--- config.mk ---
export PLATFORM = sky130hd
export DESIGN_NAME = dither_dac_ctrl
export DESIGN_NICKNAME = d
export VERILOG_FILES = /design/src/rtl/dac_dith_pkg.sv /design/src/rtl/dac_period_timer.sv /design/src/rtl/dac_sample_latch.sv /design/src/rtl/dac_dither_src.sv /design/src/rtl/dac_code_gen.sv /design/src/rtl/dither_dac_ctrl.sv
export SDC_FILE = /design/constraint.sdc
export NUM_CORES = 1
export LEC_CHECK = 0
export ABC_AREA = 1
export BUFFER_PORTS_ARGS = -buffer_cell sky130_fd_sc_hd__buf_2
export CAP_MARGIN = 20
export CORE_ASPECT_RATIO = 0.75
export CORE_MARGIN = 2
export CORE_UTILIZATION = 55
export DETAILED_ROUTE_END_ITERATION = 10
export GPL_ROUTABILITY_DRIVEN = 1
export GPL_TIMING_DRIVEN = 0
export PLACE_DENSITY_LB_ADDON = 0.08
export SETUP_SLACK_MARGIN = 0.15
export SLEW_MARGIN = 20
export SYNTH_ARGS = -nofsm -noshare
export SYNTH_HDL_FRONTEND = slang
export SYNTH_SLANG_ARGS = --single-unit
--- constraint.sdc ---
create_clock -name clk -period 4.14 [get_ports clk]
set_clock_uncertainty 0.2 [all_clocks]
set_input_delay 0.207 -clock clk [delete_from_list [all_inputs] [get_ports clk]]
set_output_delay 0.207 -clock clk [all_outputs]
set_load 0.02 [all_outputs]
--- src/rtl/dac_dith_pkg.sv ---
package dac_dith_pkg;
  typedef enum logic {
    DITH_RAND = 1'b0,
    DITH_PWM  = 1'b1
  } dith_mode_e;
endpackage

--- src/rtl/dac_period_timer.sv ---
module dac_period_timer #(
  parameter int PER_W = 16
) (
  input  logic             clk,
  input  logic             rst_n,
  input  logic             en,
  input  logic [PER_W-1:0] period,
  output logic             tick
);
  logic [PER_W-1:0] cnt_q;
  logic [PER_W-1:0] last_idx;

  // Zero period is treated as one clock per sample.
  assign last_idx = (period == '0) ? '0 : period - PER_W'(1);
  // Comparison uses >= so a shortened period takes effect at once.
  assign tick     = en && (cnt_q >= last_idx);

  always_ff @(posedge clk or negedge rst_n) begin
    if (!rst_n)      cnt_q <= '0;
    else if (!en)    cnt_q <= '0;
    else if (tick)   cnt_q <= '0;
    else             cnt_q <= cnt_q + PER_W'(1);
  end
endmodule

--- src/rtl/dac_sample_latch.sv ---
module dac_sample_latch #(
  parameter int DATA_W = 16
) (
  input  logic              clk,
  input  logic              rst_n,
  input  logic              en,
  input  logic              wr,
  input  logic [DATA_W-1:0] wr_data,
  input  logic              tick,
  output logic [DATA_W-1:0] act_q,
  output logic              done_q
);
  logic [DATA_W-1:0] hold_q;
  logic              hold_v_q;

  always_ff @(posedge clk or negedge rst_n) begin
    if (!rst_n) begin
      hold_q   <= '0;
      hold_v_q <= 1'b0;
      act_q    <= '0;
      done_q   <= 1'b0;
    end else if (!en) begin
      hold_q   <= '0;
      hold_v_q <= 1'b0;
      act_q    <= '0;
      done_q   <= 1'b0;
    end else begin
      if (tick && hold_v_q) act_q <= hold_q;
      if (wr) begin
        hold_q   <= wr_data;
        hold_v_q <= 1'b1;
      end else if (tick) begin
        hold_v_q <= 1'b0;
      end
      // A write outranks a boundary in the same cycle.
      if (wr)        done_q <= 1'b0;
      else if (tick) done_q <= 1'b1;
    end
  end
endmodule

--- src/rtl/dac_dither_src.sv ---
module dac_dither_src
  import dac_dith_pkg::*;
#(
  parameter int              CMP_W  = 8,
  parameter int              LFSR_W = 16,
  parameter logic [LFSR_W-1:0] TAPS = 16'hB400,
  parameter logic [LFSR_W-1:0] SEED = 16'hACE1
) (
  input  logic             clk,
  input  logic             rst_n,
  input  logic             en,
  input  dith_mode_e       mode,
  output logic [CMP_W-1:0] cmp_val
);
  logic [LFSR_W-1:0] lfsr_q;
  logic [LFSR_W-1:0] lfsr_nxt;
  logic [CMP_W-1:0]  ramp_q;
  logic [CMP_W-1:0]  rnd_val;

  assign lfsr_nxt = lfsr_q[0] ? ((lfsr_q >> 1) ^ TAPS) : (lfsr_q >> 1);

  generate
    if (LFSR_W >= CMP_W) begin : g_rnd_slice
      assign rnd_val = lfsr_q[CMP_W-1:0];
    end else begin : g_rnd_pad
      assign rnd_val = {{(CMP_W-LFSR_W){1'b0}}, lfsr_q};
    end
  endgenerate

  always_ff @(posedge clk or negedge rst_n) begin
    if (!rst_n) begin
      lfsr_q <= SEED;
      ramp_q <= '0;
    end else if (!en) begin
      lfsr_q <= SEED;
      ramp_q <= '0;
    end else begin
      lfsr_q <= lfsr_nxt;
      ramp_q <= ramp_q + CMP_W'(1);
    end
  end

  assign cmp_val = (mode == DITH_PWM) ? ramp_q : rnd_val;
endmodule

--- src/rtl/dac_code_gen.sv ---
module dac_code_gen #(
  parameter int DATA_W = 16,
  parameter int CODE_W = 8,
  localparam int FRAC_W = DATA_W - CODE_W
) (
  input  logic              clk,
  input  logic              rst_n,
  input  logic              en,
  input  logic [DATA_W-1:0] smp,
  input  logic [FRAC_W-1:0] cmp,
  output logic [CODE_W-1:0] code_q
);
  logic [CODE_W-1:0] base;
  logic [FRAC_W-1:0] frac;
  logic              bump;

  assign base = smp[DATA_W-1:FRAC_W];
  assign frac = smp[FRAC_W-1:0];
  assign bump = (cmp < frac) && !(&base);

  always_ff @(posedge clk or negedge rst_n) begin
    if (!rst_n)    code_q <= '0;
    else if (!en)  code_q <= '0;
    else           code_q <= bump ? base + CODE_W'(1) : base;
  end
endmodule

--- src/rtl/dither_dac_ctrl.sv ---
module dither_dac_ctrl
  import dac_dith_pkg::*;
#(
  parameter int              DATA_W    = 16,
  parameter int              CODE_W    = 8,
  parameter int              PER_W     = 16,
  parameter int              LFSR_W    = 16,
  parameter logic [LFSR_W-1:0] LFSR_TAPS = 16'hB400,
  parameter logic [LFSR_W-1:0] LFSR_SEED = 16'hACE1
) (
  input  logic              clk,
  input  logic              rst_n,
  input  logic              en,
  input  logic              cfg_mode,
  input  logic [PER_W-1:0]  cfg_period,
  input  logic              smp_valid,
  input  logic [DATA_W-1:0] smp_data,
  output logic              smp_ready,
  output logic [CODE_W-1:0] dac_code,
  output logic              period_done
);
  localparam int FRAC_W = DATA_W - CODE_W;

  logic              tick;
  logic              wr_acc;
  logic [DATA_W-1:0] act_q;
  logic [FRAC_W-1:0] cmp_val;
  dith_mode_e        mode;

  assign smp_ready = en && rst_n;
  assign wr_acc    = smp_valid && smp_ready;
  assign mode      = dith_mode_e'(cfg_mode);

  dac_period_timer #(.PER_W(PER_W)) u_timer (
    .clk(clk), .rst_n(rst_n), .en(en), .period(cfg_period), .tick(tick)
  );

  dac_sample_latch #(.DATA_W(DATA_W)) u_latch (
    .clk(clk), .rst_n(rst_n), .en(en), .wr(wr_acc), .wr_data(smp_data),
    .tick(tick), .act_q(act_q), .done_q(period_done)
  );

  dac_dither_src #(
    .CMP_W(FRAC_W), .LFSR_W(LFSR_W), .TAPS(LFSR_TAPS), .SEED(LFSR_SEED)
  ) u_src (
    .clk(clk), .rst_n(rst_n), .en(en), .mode(mode), .cmp_val(cmp_val)
  );

  dac_code_gen #(.DATA_W(DATA_W), .CODE_W(CODE_W)) u_code (
    .clk(clk), .rst_n(rst_n), .en(en), .smp(act_q), .cmp(cmp_val),
    .code_q(dac_code)
  );
endmodule

After elaboration in Yosys (flattened, before gate mapping)
Cells that the tools add are included.
{"block": "classes", "muxes": 19, "n_eq_ne": 3, "bitwise_logic": 1, "n_reduce_logical": 8, "order_cmp": 2, "addsub": 4}
{"cell": "16-bit two-way mux", "n": 9}
{"cell": "8-bit two-way mux", "n": 4}
{"cell": "16-bit by 1-bit adder with 16-bit output, second input constant", "n": 1}
{"cell": "8-bit by 1-bit adder with 8-bit output, second input constant", "n": 2}
{"cell": "16-bit greater-or-equal comparator", "n": 1}
{"cell": "16-bit zero test", "n": 1}
{"cell": "16-bit by 1-bit subtractor with 16-bit output, second input constant", "n": 1}
{"cell": "8-bit < comparator", "n": 1}
{"cell": "8-bit AND reduction", "n": 1}
{"cell": "1-bit two-way mux", "n": 6}
{"cell": "1-bit logical AND", "n": 5}
{"cell": "2-bit by 1-bit != test with 1-bit output, second input constant", "n": 2}
{"cell": "3-bit inverter with 4-bit output", "n": 1}
{"cell": "3-bit by 1-bit != test with 1-bit output, second input constant", "n": 1}
{"cell": "1-bit zero test", "n": 1}
{"block": "totals", "reg_bits": 82, "output_inout_bits": 10, "input_bits": 37}

Logic depth before layout (Yosys ltp)
Gate-level depths: netlist of the first run.
{"block": "depth", "ltp_word": 7, "mapped_depth": 20}

By module
From an unflattened synthesis of the first run, not the netlist that was laid out.
{"block": "hier_totals", "cells_unflattened": 659, "hier_area_um2": 4999.8}
{"module": "dac_period_timer", "n_inst": 1, "area_each_um2": 1757.9, "cells_each": 254}
{"module": "dac_sample_latch", "n_inst": 1, "area_each_um2": 1458.9, "cells_each": 182}
{"module": "dac_dither_src", "n_inst": 1, "area_each_um2": 1012.2, "cells_each": 108}
{"module": "dac_code_gen", "n_inst": 1, "area_each_um2": 753.2, "cells_each": 111}
{"module": "dither_dac_ctrl", "n_inst": 1, "area_each_um2": 17.5, "cells_each": 4}

Worst setup path after synthesis of the first run
No wires, ideal clock.
{"block": "synth_path", "path_kind": "input-to-reg", "from": "input cfg_period[0]", "to": "register u_latch.act_q[11]", "stages": 18, "required_ps": 3823, "slack_ps": 1565, "setup_ps": 117, "arrival_ps": 2257, "path_cell_list": "inv_1 > ha_1 > nand2_1 > nor2_1 > nand2_1 > inv_1 > nand2_1 > o21ai_0 > nand3_1 > ha_1 > nand2_1 > nor3_2 > nand2_1 > nand4_4 > nand2_4 > buf_6 > nand2_1 > nand2_1"}
{"block": "synth_between", "elab_chain_len": 6, "word_cells_on_any_way": 7, "cone_classes": "add/sub (1); order compare (1); eq/ne (1); mux (1); reduce/logical (3)"}
{"item": "start: declaration", "line_no": "dither_dac_ctrl.sv:15", "rtl": "input logic [PER_W-1:0] cfg_period,"}
{"item": "16-bit by 1-bit subtractor with 16-bit output / 16-bit zero test (equally long branches)", "line_no": "dac_period_timer.sv:14", "rtl": "assign last_idx = (period == '0) ? '0 : period - PER_W'(1);"}
{"item": "16-bit two-way mux *", "line_no": "dac_period_timer.sv:14"}
{"item": "16-bit greater-or-equal comparator *", "line_no": "dac_period_timer.sv:16", "rtl": "assign tick = en && (cnt_q >= last_idx);"}
{"item": "1-bit logical AND *", "line_no": "dac_period_timer.sv:16"}
{"item": "1-bit logical AND *", "line_no": "dac_sample_latch.sv:28", "rtl": "if (tick && hold_v_q) act_q <= hold_q;"}
{"item": "2-bit by 1-bit != test with 1-bit output (no line) *"}
{"item": "end signal: assignment", "line_no": "dac_sample_latch.sv:28"}
{"item": "end: declaration", "line_no": "dac_sample_latch.sv:10", "rtl": "output logic [DATA_W-1:0] act_q,"}
Every way passes the cells marked *; elsewhere a longest branch is shown, timed or not.
A chain may end at the register's enable or synchronous reset.

Final worst setup path of the first run
{"block": "layout_path", "from": "input cfg_period[0]", "to": "register u_timer.cnt_q[5]"}
{"block": "layout_between", "elab_chain_len": 6, "word_cells_on_any_way": 7, "cone_classes": "add/sub (1); order compare (1); mux (3); reduce/logical (2)"}
{"item": "16-bit by 1-bit subtractor with 16-bit output / 16-bit zero test (equally long branches)", "line_no": "dac_period_timer.sv:14"}
{"item": "16-bit two-way mux *", "line_no": "dac_period_timer.sv:14"}
{"item": "16-bit greater-or-equal comparator *", "line_no": "dac_period_timer.sv:16"}
{"item": "1-bit logical AND *", "line_no": "dac_period_timer.sv:16"}
{"item": "16-bit two-way mux *", "line_no": "dac_period_timer.sv:21", "rtl": "else if (tick) cnt_q <= '0;"}
{"item": "16-bit two-way mux *", "line_no": "dac_period_timer.sv:20", "rtl": "else if (!en) cnt_q <= '0;"}
{"item": "end signal: assignment", "line_no": "dac_period_timer.sv:22", "rtl": "else cnt_q <= cnt_q + PER_W'(1);"}
{"item": "end: declaration", "line_no": "dac_period_timer.sv:10", "rtl": "logic [PER_W-1:0] cnt_q;"}
Marked as above.

==> results.py, run 1 <==
metrics = {
    "detailed_routing": {
        "vias": 3950,
        "drc_errors": 0,
        "vias_per_cell": 5.21,
        "drt-initial-drc-count": 352,
        "wl_per_cell_um": 13.8,
        "drt_first_pass_iters": 5,
        "antenna_left": 0,
        "routed_wl_um": 10400,
    },
    "placed_design": {
        "place_congestion": 0.969,
        "pre_cts_ws_ns": 0.878,
        "portBuffers": 45,
        "detailed_place_hpwl_um": 7870,
    },
    "synth": {
        "synthArstFlopShare": 1.00,
        "synth_fp_nets": 639,
        "ys_seq_area_frac": 0.447,
        "syn_area_um2": 4610,
        "netlist_instances": 574,
        "syn_avg_cell_area_um2": 8.03,
        "yosysWarnings": 0,
        "ys_types": 37,
        "ys_ff_latch": 82,
        "ys.flop_type": "dfrtp_1",
        "synth-edff-count": 0,
    },
    "finish": {
        "final_nets": 713,
        "final_common_cell": "nand2_1",
        "final_util": 0.672,
        "syn_to_final_growth_pct": 16.9,
        "seq_area_um2": 2060,
        "layout_common_cells": "147 x nand2_1, 74 x dfrtp_1, 68 x nor2_1, 62 x inv_1, 46 x buf_2",
        "multi_input_area_um2": 2230,
        "fillers": 687,
        "drive_above_1_share": 0.145,
        "diodes": 0,
    },
    "power": {
        "peakVddDrop_v": 0.000268,
        "p_comb_frac": 0.121,
        "leakagePower_nw": 2.77,
        "net-switching-power_mw": 0.435,
        "internal_power_mw": 1.27,
        "clkPwrFrac": 0.380,
        "seqPwrFrac": 0.499,
        "swShare": 0.255,
        "power_density_nw_per_um2": 316,
        "power_mw": 1.70,
    },
    "timing": {
        "setup_viol": 0,
        "fin_tns_setup_ns": 0,
        "maxSlewViolCount": 0,
        "post-route-period-util": 0.710,
        "fmax_mhz": 340,
        "relSlewSlack": 0.657,
        "hold_viol": 0,
        "tightest_slew_ns": 0.509,
        "layout_setup_ws_ns": 1.20,
        "min_period_ns": 2.94,
        "rsz0062_at_grt": "no",
    },
    "min_path": {
        "hp-class": "in2reg",
        "hold_end": "u_timer.cnt_q[15]",
        "hold_path.startpoint": "en",
        "holdPathStages": 3,
    },
    "global_route": {
        "antenna_found_initial": 0,
        "gr-total-overflow": 0,
        "grt_max_degree": 53,
        "gr-usage-all-layers": 0.259,
        "grt_pass1_vias": 3784,
        "grt_first_pass_wirelength_um": 18200,
    },
    "worst_setup_path": {
        "r2r_cells": 9,
        "cp_common_cell": "nand2_1",
        "slowest_stage": "nor3_2",
        "crit_chain": "buf_2 > inv_1 > ha_1 > nand2_1 > nor2_1 > nand2_1 > inv_1 > nand2_1 > o21ai_0 > nand3_1 > ha_1 > nand2_1 > nor3_2 > nand2_1 > nand4_4 > buf_2 > nor2_1",
        "worstPathArrival_ns": 2.98,
        "cp_data_required_time_ns": 4.18,
        "path_class": "in2reg",
        "cp_slowest_stage_delay_ns": 0.33,
        "path_max_fanout": 10,
        "r2r-end": "u_code.code_q[0]",
        "r2r_start": "u_src.lfsr_q[7]",
        "regToRegSetupSlack_ns": 1.65,
        "crit_path_end_kind": "flip-flop",
        "crit_path_start_kind": "primary input",
    },
    "floorplan": {
        "coreArea_um2": 8020,
        "dieArea_um2": 9140,
        "rows": 28,
        "die_w_um": 110,
        "dieHeight_um": 83.3,
        "ioPinCount": 47,
        "initial_core_util": 0.575,
    },
    "clock_network": {
        "clkSinkCount": 82,
        "cts_max_path_buffers": 2,
        "cts-hold-fix-buffers": 17,
        "clk_latency_ns": 0.36,
        "clk_pin_slew_worst_paths_ns": 0.08,
        "ctsResizeCount": 0,
        "postCtsSetupBuffers": 0,
        "numCtsBuffers": 9,
        "cts_tree": "built",
        "clockRootBuffer": "clkbuf_8",
        "htreeDepth": 3,
    },
    "run_status": {
        "status": "complete, no violations",
    },
    "flow_run": {
        "cap_violations": 0,
    },
}
==> cell type report <==
| type | count | share of cell area |
|---|---|---|
| Multi-Input combinational cell | 413 | 0.415 |
| Clock buffer | 12 | 0.0269 |
| Buffer | 16 | 0.0144 |
| Inverter | 63 | 0.0439 |
| Sequential cell | 82 | 0.383 |
| Tap cell | 105 | 0.0244 |
| Timing Repair Buffer | 63 | 0.0790 |
| Clock inverter | 4 | 0.0139 |
==> per-stage QoR <==
stage | cell area, µm² | instances | hold slack (ns)
2_1_floorplan | 4610 | 574 | -0.289
3_3_place_gp | 4970 | 724 | 0.204
3_5_place_dp | 5000 | 725 | -0.0297
4_1_cts | 5390 | 758 | 0.0370
5_1_grt | 5390 | 758 | 0.0392
6_report | 5390 | 758 | 0.0480
==> flip-flops by register name, indices dropped and copies added, names as in the netlist <==
register,cells
u_latch.act_q,16
u_latch.done_q,1
u_src.ramp_q,8
u_timer.cnt_q,16
u_latch.hold_v_q,1
u_code.code_q,8
u_latch.hold_q,16
u_src.lfsr_q,16
==> cells by family after synthesis <==
group / share of synthesized area
AOI/OAI and AO/OA: 0.0738
DFF: 0.447
adders and majority gates: 0.0760
buffers and inverters: 0.0681
and+or+nand+nor: 0.293
xor gates and xnor gates: 0.0418
==> cells in the mapped netlist, types with 2 or more instances <==
| master | number | area share |
|---|---|---|
| nand2_1 | 147 | 0.12 |
| dfrtp_1 | 74 | 0.40 |
| nor2_1 | 68 | 0.055 |
| inv_1 | 62 | 0.050 |
| a21oi_1 | 38 | 0.041 |
| nand3_1 | 30 | 0.033 |
| ha_1 | 28 | 0.076 |
| nand4_1 | 22 | 0.030 |
| o21ai_0 | 19 | 0.021 |
| xor2_1 | 14 | 0.027 |
| nor3_1 | 10 | 0.011 |
| clkbuf_1 | 8 | 0.0065 |
| dfstp_2 | 8 | 0.046 |
| xnor2_1 | 8 | 0.015 |
| or2_2 | 5 | 0.0068 |
| buf_1 | 3 | 0.0024 |
| nand2_4 | 3 | 0.0073 |
| nor3_2 | 3 | 0.0065 |
| buf_2 | 2 | 0.0022 |
| buf_4 | 2 | 0.0033 |
| nand3_2 | 2 | 0.0043 |
| nand3b_1 | 2 | 0.0033 |
| nor2_2 | 2 | 0.0027 |
==> critical path, delay by kind of cell <==
family	cells	cell delay (ns)
simple gates	10	1.51
buf+inv	4	0.59
fa+ha+maj	2	0.51
compound gates	1	0.16
==> layer usage <==
layer	global-route usage	routed length, µm	up-vias
met2	0.360	4210	98
met1	0.407	5500	1834
met5	0	0	-
met3	0.0714	615	10
met4	0.0426	107	0
li1	-	-	2008
==> power groups by stage <==
| stage | Sequential [mW] | Clock (mW) | Combinational (mW) |
|---|---|---|---|
| global route | 0.854 | 0.696 | 0.238 |
| detailed placement | 0.865 | 0 | 0.194 |
| floorplan | 0.863 | 0 | 0.116 |
| global placement | 0.864 | 0 | 0.182 |
| finish | 0.850 | 0.647 | 0.206 |
| CTS | 0.850 | 0.655 | 0.207 |
==> worst max path at each step <==
stage | startpoint | to | depth (start not counted)
floorplan | cfg_period[0] | u_latch.act_q[11] | 18
detailed placement | cfg_period[0] | u_timer.cnt_q[14] | 17
finish | cfg_period[0] | u_timer.cnt_q[5] | 17
CTS | cfg_period[0] | u_latch.act_q[13] | 19
global placement | cfg_period[0] | u_latch.act_q[15] | 19
global route | cfg_period[0] | u_latch.act_q[10] | 19
(Power assumes the default switching activity.)
==> run 2, diff against run 1 <==
ABC_AREA = 0   (was 1)
CORE_UTILIZATION = 53   (was 55)
clock period = 2.4 ns   (was 4.14 ns; I/O delays follow)
==> results.py, run 2 <==
metrics = {
    "clock_network": {
        "clkSinkCount": 82,
        "clk_latency_ns": 0.35,
        "cts-hold-fix-buffers": 25,
        "numCtsBuffers": 9,
        "cts_max_path_buffers": 2,
        "clk_pin_slew_worst_paths_ns": 0.09,
        "cts_tree": "built",
        "clockRootBuffer": "clkbuf_8",
        "htreeDepth": 3,
    },
    "worst_setup_path": {
        "regToRegSetupSlack_ns": 0.07,
        "cp_slowest_stage_delay_ns": 0.28,
        "cp_data_required_time_ns": 2.47,
        "worstPathArrival_ns": 2.67,
        "cp_num_cells": 15,
        "crit_path_end_kind": "flip-flop",
        "startpoint": "cfg_period[5]",
        "slowest_stage": "nor4_4",
        "crit_end": "u_latch.act_q[11]",
        "r2r_cells": 7,
        "path_class": "in2reg",
        "path_max_fanout": 5,
        "r2r_start": "u_src.ramp_q[5]",
        "crit_path_start_kind": "primary input",
        "crit_family": "simple AND/OR/NAND/NOR gates",
        "crit_buf_inv": 4,
        "crit_chain": "buf_8 > nor4_4 > buf_6 > nand3_4 > nor3_4 > xor2_1 > nand2_1 > ha_4 > nand2_4 > o21ai_2 > a21oi_2 > buf_4 > o22ai_4 > clkbuf_16 > mux2i_1",
        "r2r-end": "u_code.code_q[7]",
    },
    "detailed_routing": {
        "antenna_left": 0,
        "drc_errors": 0,
        "drt-initial-drc-count": 194,
        "vias_per_cell": 5.33,
        "vias": 3568,
        "routed_wl_um": 11200,
        "drt_first_pass_iters": 4,
        "wl_per_cell_um": 16.8,
    },
    "placed_design": {
        "place_congestion": 0.832,
        "post_dp_cell_area_um2": 4870,
        "portBuffers": 45,
        "detailed_place_hpwl_um": 6910,
        "pre_cts_ws_ns": -0.995,
        "dp.cells": 597,
    },
    "global_route": {
        "grt_max_degree": 61,
        "grt_pass1_vias": 3548,
        "gr-total-overflow": 0,
        "grt_first_pass_wirelength_um": 17900,
        "gr-usage-all-layers": 0.263,
        "antenna_found_initial": 0,
    },
    "synth": {
        "netlist_instances": 446,
        "synth-edff-count": 0,
        "syn_area_um2": 4340,
        "synthTopCellsByArea": "dfrtp_1 43%, ha_1 8.1%, nand2_1 7.3%, mux2i_1 5.1%, dfstp_2 4.8%",
        "ys.flop_type": "dfrtp_1",
        "ys_top_cells_by_count": "84 x nand2_1, 74 x dfrtp_1, 36 x nor2_1",
        "synthArstFlopShare": 1.00,
        "yosysMostFrequentCell": "nand2_1",
        "synth_fp_nets": 511,
        "yosysWarnings": 0,
        "ys_seq_area_frac": 0.475,
        "yosysTopAreaCell": "dfrtp_1",
        "ys_types": 37,
        "synth_top_area_share": 0.427,
        "ys_ff_latch": 82,
        "syn_avg_cell_area_um2": 9.73,
    },
    "timing": {
        "layout_setup_ws_ns": -0.203,
        "setup_viol": 29,
        "maxSlewViolCount": 0,
        "hold_viol": 54,
        "relSlewSlack": 0.620,
        "rsz0062_at_grt": "yes",
        "hold_slack_ns": -0.0992,
        "fmax_mhz": 384,
        "post-route-period-util": 1.08,
        "fin_tns_setup_ns": -2.33,
        "tightest_slew_ns": 0.570,
        "min_period_ns": 2.60,
    },
    "floorplan": {
        "rows": 28,
        "initial_core_util": 0.548,
        "dieHeight_um": 82.4,
        "coreArea_um2": 7920,
        "die_w_um": 108,
        "ioPinCount": 47,
        "dieArea_um2": 8940,
    },
    "finish": {
        "drive_above_1_share": 0.340,
        "final_common_cell": "nand2_1",
        "syn_to_final_growth_pct": 42.1,
        "final_nets": 624,
        "stdcell_count": 669,
        "layout_common_cells": "78 x nand2_1, 74 x dfrtp_1, 39 x buf_2, 24 x xor2_1, 22 x mux2i_1",
        "final_util": 0.779,
        "stdcell_area_um2": 6170,
        "diodes": 0,
    },
    "run_status": {
        "status": "finished, violations left",
        "violations": "negative hold slack, negative setup slack",
    },
    "min_path": {
        "hp-class": "in2async",
    },
    "power": {
        "peakVddDrop_v": 0.000366,
        "power_mw": 2.94,
        "power_density_nw_per_um2": 476,
        "leakagePower_nw": 2.75,
    },
    "flow_run": {
        "cap_violations": 0,
    },
}
==> run 2: layer usage <==
metal	vias to the layer above	wire, µm	track usage
li1	1734	-	-
met4	0	25	0.0551
met3	2	494	0.0408
met1	1748	5390	0.381
met2	84	5330	0.421
met5	-	0	0
==> run 2: tightest hold or removal path: cells and delay by family <==
| kind | cells | cell delay [ns] |
|---|---|---|
| buffers and inverters | 6 | 0.71 |
==> run 2: layout make-up <==
class / instances / area, µm²
timing repair buffer: 102 / 903
fill: 513 / 1750
tap: 105 / 131
buffer: 17 / 153
multi-input combinational: 333 / 2660
clock buffer: 9 / 124
inverter: 14 / 52.6
clock inverter: 7 / 77.6
sequential: 82 / 2060
==> run 2: cells by family (layout without fill, tap and decap cells) <==
kind of cell	after synthesis	in the layout	synth area share
flops	82	82	0.475
simple gates	193	193	0.206
xor+xnor	36	36	0.0726
buf+inv	31	149	0.0340
compound gates	47	47	0.0628
fa+ha+maj	28	28	0.0807
mux	29	29	0.0689
==> run 2: repair_timing <==
| action | CTS | global route |
|---|---|---|
| pin swaps | 32 | 15 |
| setup buffers | 22 | 6 |
| gates resized for setup | 73 | 42 |
| endpoints found under the setup margin | 41 | 42 |
| endpoints found under the hold margin | 97 | 54 |
| cloned | 2 | 1 |
==> run 2: how the worst min path moves through the flow <==
stage	end	slack, ns
4_1_cts	u_src.lfsr_q[3]	-0.10
5_1_grt	u_src.lfsr_q[1]	-0.07
6_report	u_src.lfsr_q[1]	-0.1
2_1_floorplan	u_code.code_q[0]	-0.38
3_3_place_gp	u_latch.hold_q[4]	0.12
3_5_place_dp	u_timer.cnt_q[11]	-0.15
==> run 2: where the power goes <==
group	total, mW	switching (mW)	leakage, nW	internal (mW)
sequential	1.45	0.0252	1.10	1.43
combinational	0.459	0.240	1.57	0.219
clock	1.02	0.535	0.0885	0.488
total	2.94	0.800	2.75	2.14
==> run 3, diff against run 2 <==
BUFFER_PORTS_ARGS = not set   (was -buffer_cell sky130_fd_sc_hd__buf_2)
CORE_UTILIZATION = 55   (was 53)
DONT_BUFFER_PORTS = 1   (was not set)
==> results.py, run 3 (synthesis results as in run 2) <==
metrics = {
    "global_route": {
        "antenna_found_initial": 0,
        "gr-total-overflow": 0,
        "grt_pass1_vias": 3268,
        "grt_first_pass_wirelength_um": 16400,
        "grt_max_degree": 83,
        "gr-usage-all-layers": 0.247,
    },
    "worst_setup_path": {
        "startpoint": "cfg_period[9]",
        "crit_path_end_kind": "flip-flop",
        "r2r_start": "u_src.ramp_q[1]",
        "worstPathArrival_ns": 2.50,
        "regToRegSetupSlack_ns": 0.08,
        "r2r_cells": 8,
        "r2r-end": "u_code.code_q[6]",
        "path_max_fanout": 5,
        "path_class": "in2reg",
        "cp_data_required_time_ns": 2.49,
        "crit_end": "u_latch.act_q[12]",
        "crit_path_start_kind": "primary input",
    },
    "finish": {
        "layout_common_cells": "81 x nand2_1, 74 x dfrtp_1, 29 x nor2_1, 24 x xor2_1, 22 x mux2i_1",
        "syn_to_final_growth_pct": 27.3,
        "final_common_cell": "nand2_1",
        "diodes": 0,
        "final_nets": 564,
        "stdcell_count": 609,
        "drive_above_1_share": 0.228,
        "fillers": 603,
        "final_util": 0.710,
    },
    "clock_network": {
        "numCtsBuffers": 9,
        "cts_max_path_buffers": 2,
        "clk_pin_slew_worst_paths_ns": 0.08,
        "htreeDepth": 3,
        "clk_latency_ns": 0.36,
        "cts_tree": "built",
        "clkSinkCount": 82,
        "clockRootBuffer": "clkbuf_8",
    },
    "min_path": {
        "hp-class": "in2reg",
    },
    "run_status": {
        "violations": "negative setup slack",
        "status": "finished, violations left",
    },
    "floorplan": {
        "dieHeight_um": 80.9,
        "die_w_um": 107,
        "rows": 28,
        "ioPinCount": 47,
        "dieArea_um2": 8630,
        "coreArea_um2": 7780,
        "initial_core_util": 0.558,
    },
    "detailed_routing": {
        "drt-initial-drc-count": 125,
        "vias_per_cell": 5.43,
        "vias": 3308,
        "drc_errors": 0,
        "routed_wl_um": 9990,
        "drt_first_pass_iters": 4,
        "wl_per_cell_um": 16.4,
        "antenna_left": 0,
    },
    "flow_run": {
        "cap_violations": 0,
    },
    "timing": {
        "fmax_mhz": 415,
        "post-route-period-util": 1.00,
        "min_period_ns": 2.41,
        "relSlewSlack": 0.677,
        "tightest_slew_ns": 0.485,
        "rsz0062_at_grt": "yes",
        "setup_viol": 2,
        "hold_viol": 0,
        "maxSlewViolCount": 0,
        "layout_setup_ws_ns": -0.00919,
        "hold_slack_ns": 0.0200,
        "fin_tns_setup_ns": -0.0169,
    },
    "power": {
        "power_density_nw_per_um2": 496,
        "leakagePower_nw": 2.43,
        "peakVddDrop_v": 0.000483,
    },
    "placed_design": {
        "detailed_place_hpwl_um": 6540,
        "place_congestion": 0.855,
        "portBuffers": 0,
        "dp.cells": 551,
    },
}
[run 3: per-layer routing]
layer,vias to the layer above,wire length [µm],part of all wire,GRT usage
met4,0,170,0.017,0.0649
met5,-,0,0,0
met2,66,4400,0.44,0.361
met1,1614,5000,0.50,0.370
met3,15,420,0.042,0.0586
li1,1613,-,-,-
[run 3: final cells by class]
class,count,area (µm²),area share
plain buffers,17,125,0.0227
clock buffers,13,159,0.0288
clock inverters,3,23.8,0.00430
inverters,14,52.6,0.00951
multi-input cells,333,2540,0.460
flip-flops and latches,82,2060,0.373
well taps,105,131,0.0238
repair buffers,42,430,0.0779
[run 3: power by group]
part / internal, mW / leakage (nW) / switching [mW] / total (mW)
sequential: 1.43 / 1.10 / 0.0276 / 1.46
combinational: 0.164 / 1.25 / 0.188 / 0.352
clock: 0.435 / 0.0859 / 0.494 / 0.928
[run 3: repair_timing]
item / in CTS / in global routing
setup endpoints to repair: 40 / 42
setup buffers: 15 / 4
gates cloned: 2 / 1
hold buffers: 20 / 0
pin swaps: 16 / 11
gates resized for setup: 27 / 42
endpoints found under the hold margin: 128 / 0
[run 3: worst max-delay path: stages]
cell and delay, ns:
nor4_4 0.26, buf_4 0.19, nand3_4 0.11, nor4_4 0.16
xor2_1 0.17, nand2_1 0.11, ha_4 0.30, nand2_4 0.06
nor2_4 0.14, a21oi_2 0.08, buf_4 0.15, o22ai_4 0.27
clkbuf_16 0.22, mux2i_1 0.18
[run 3: worst min path at each step]
stage	slack [ns]	startpoint	to	cells past startpoint
finish	0.02	rst_n	u_latch.hold_v_q	3
global route	0.05	rst_n	u_latch.hold_v_q	3
CTS	0.03	rst_n	u_latch.hold_v_q	3
detailed placement	-0.37	rst_n	u_timer.cnt_q[12]	0
global placement	-0.37	rst_n	u_timer.cnt_q[12]	0
floorplan	-0.38	rst_n	u_code.code_q[0]	0
[run 3: stage by stage]
stage / setup slack (ns) / total power [mW] / cell area [µm²]
after floorplan: -0.221 / 1.65 / 4490
after global placement: -0.775 / 1.70 / 4620
after detailed placement: -0.830 / 1.71 / 4620
after CTS: 0.0491 / 2.73 / 5280
after global routing: -0.155 / 2.85 / 5520
final: -0.00919 / 2.74 / 5520
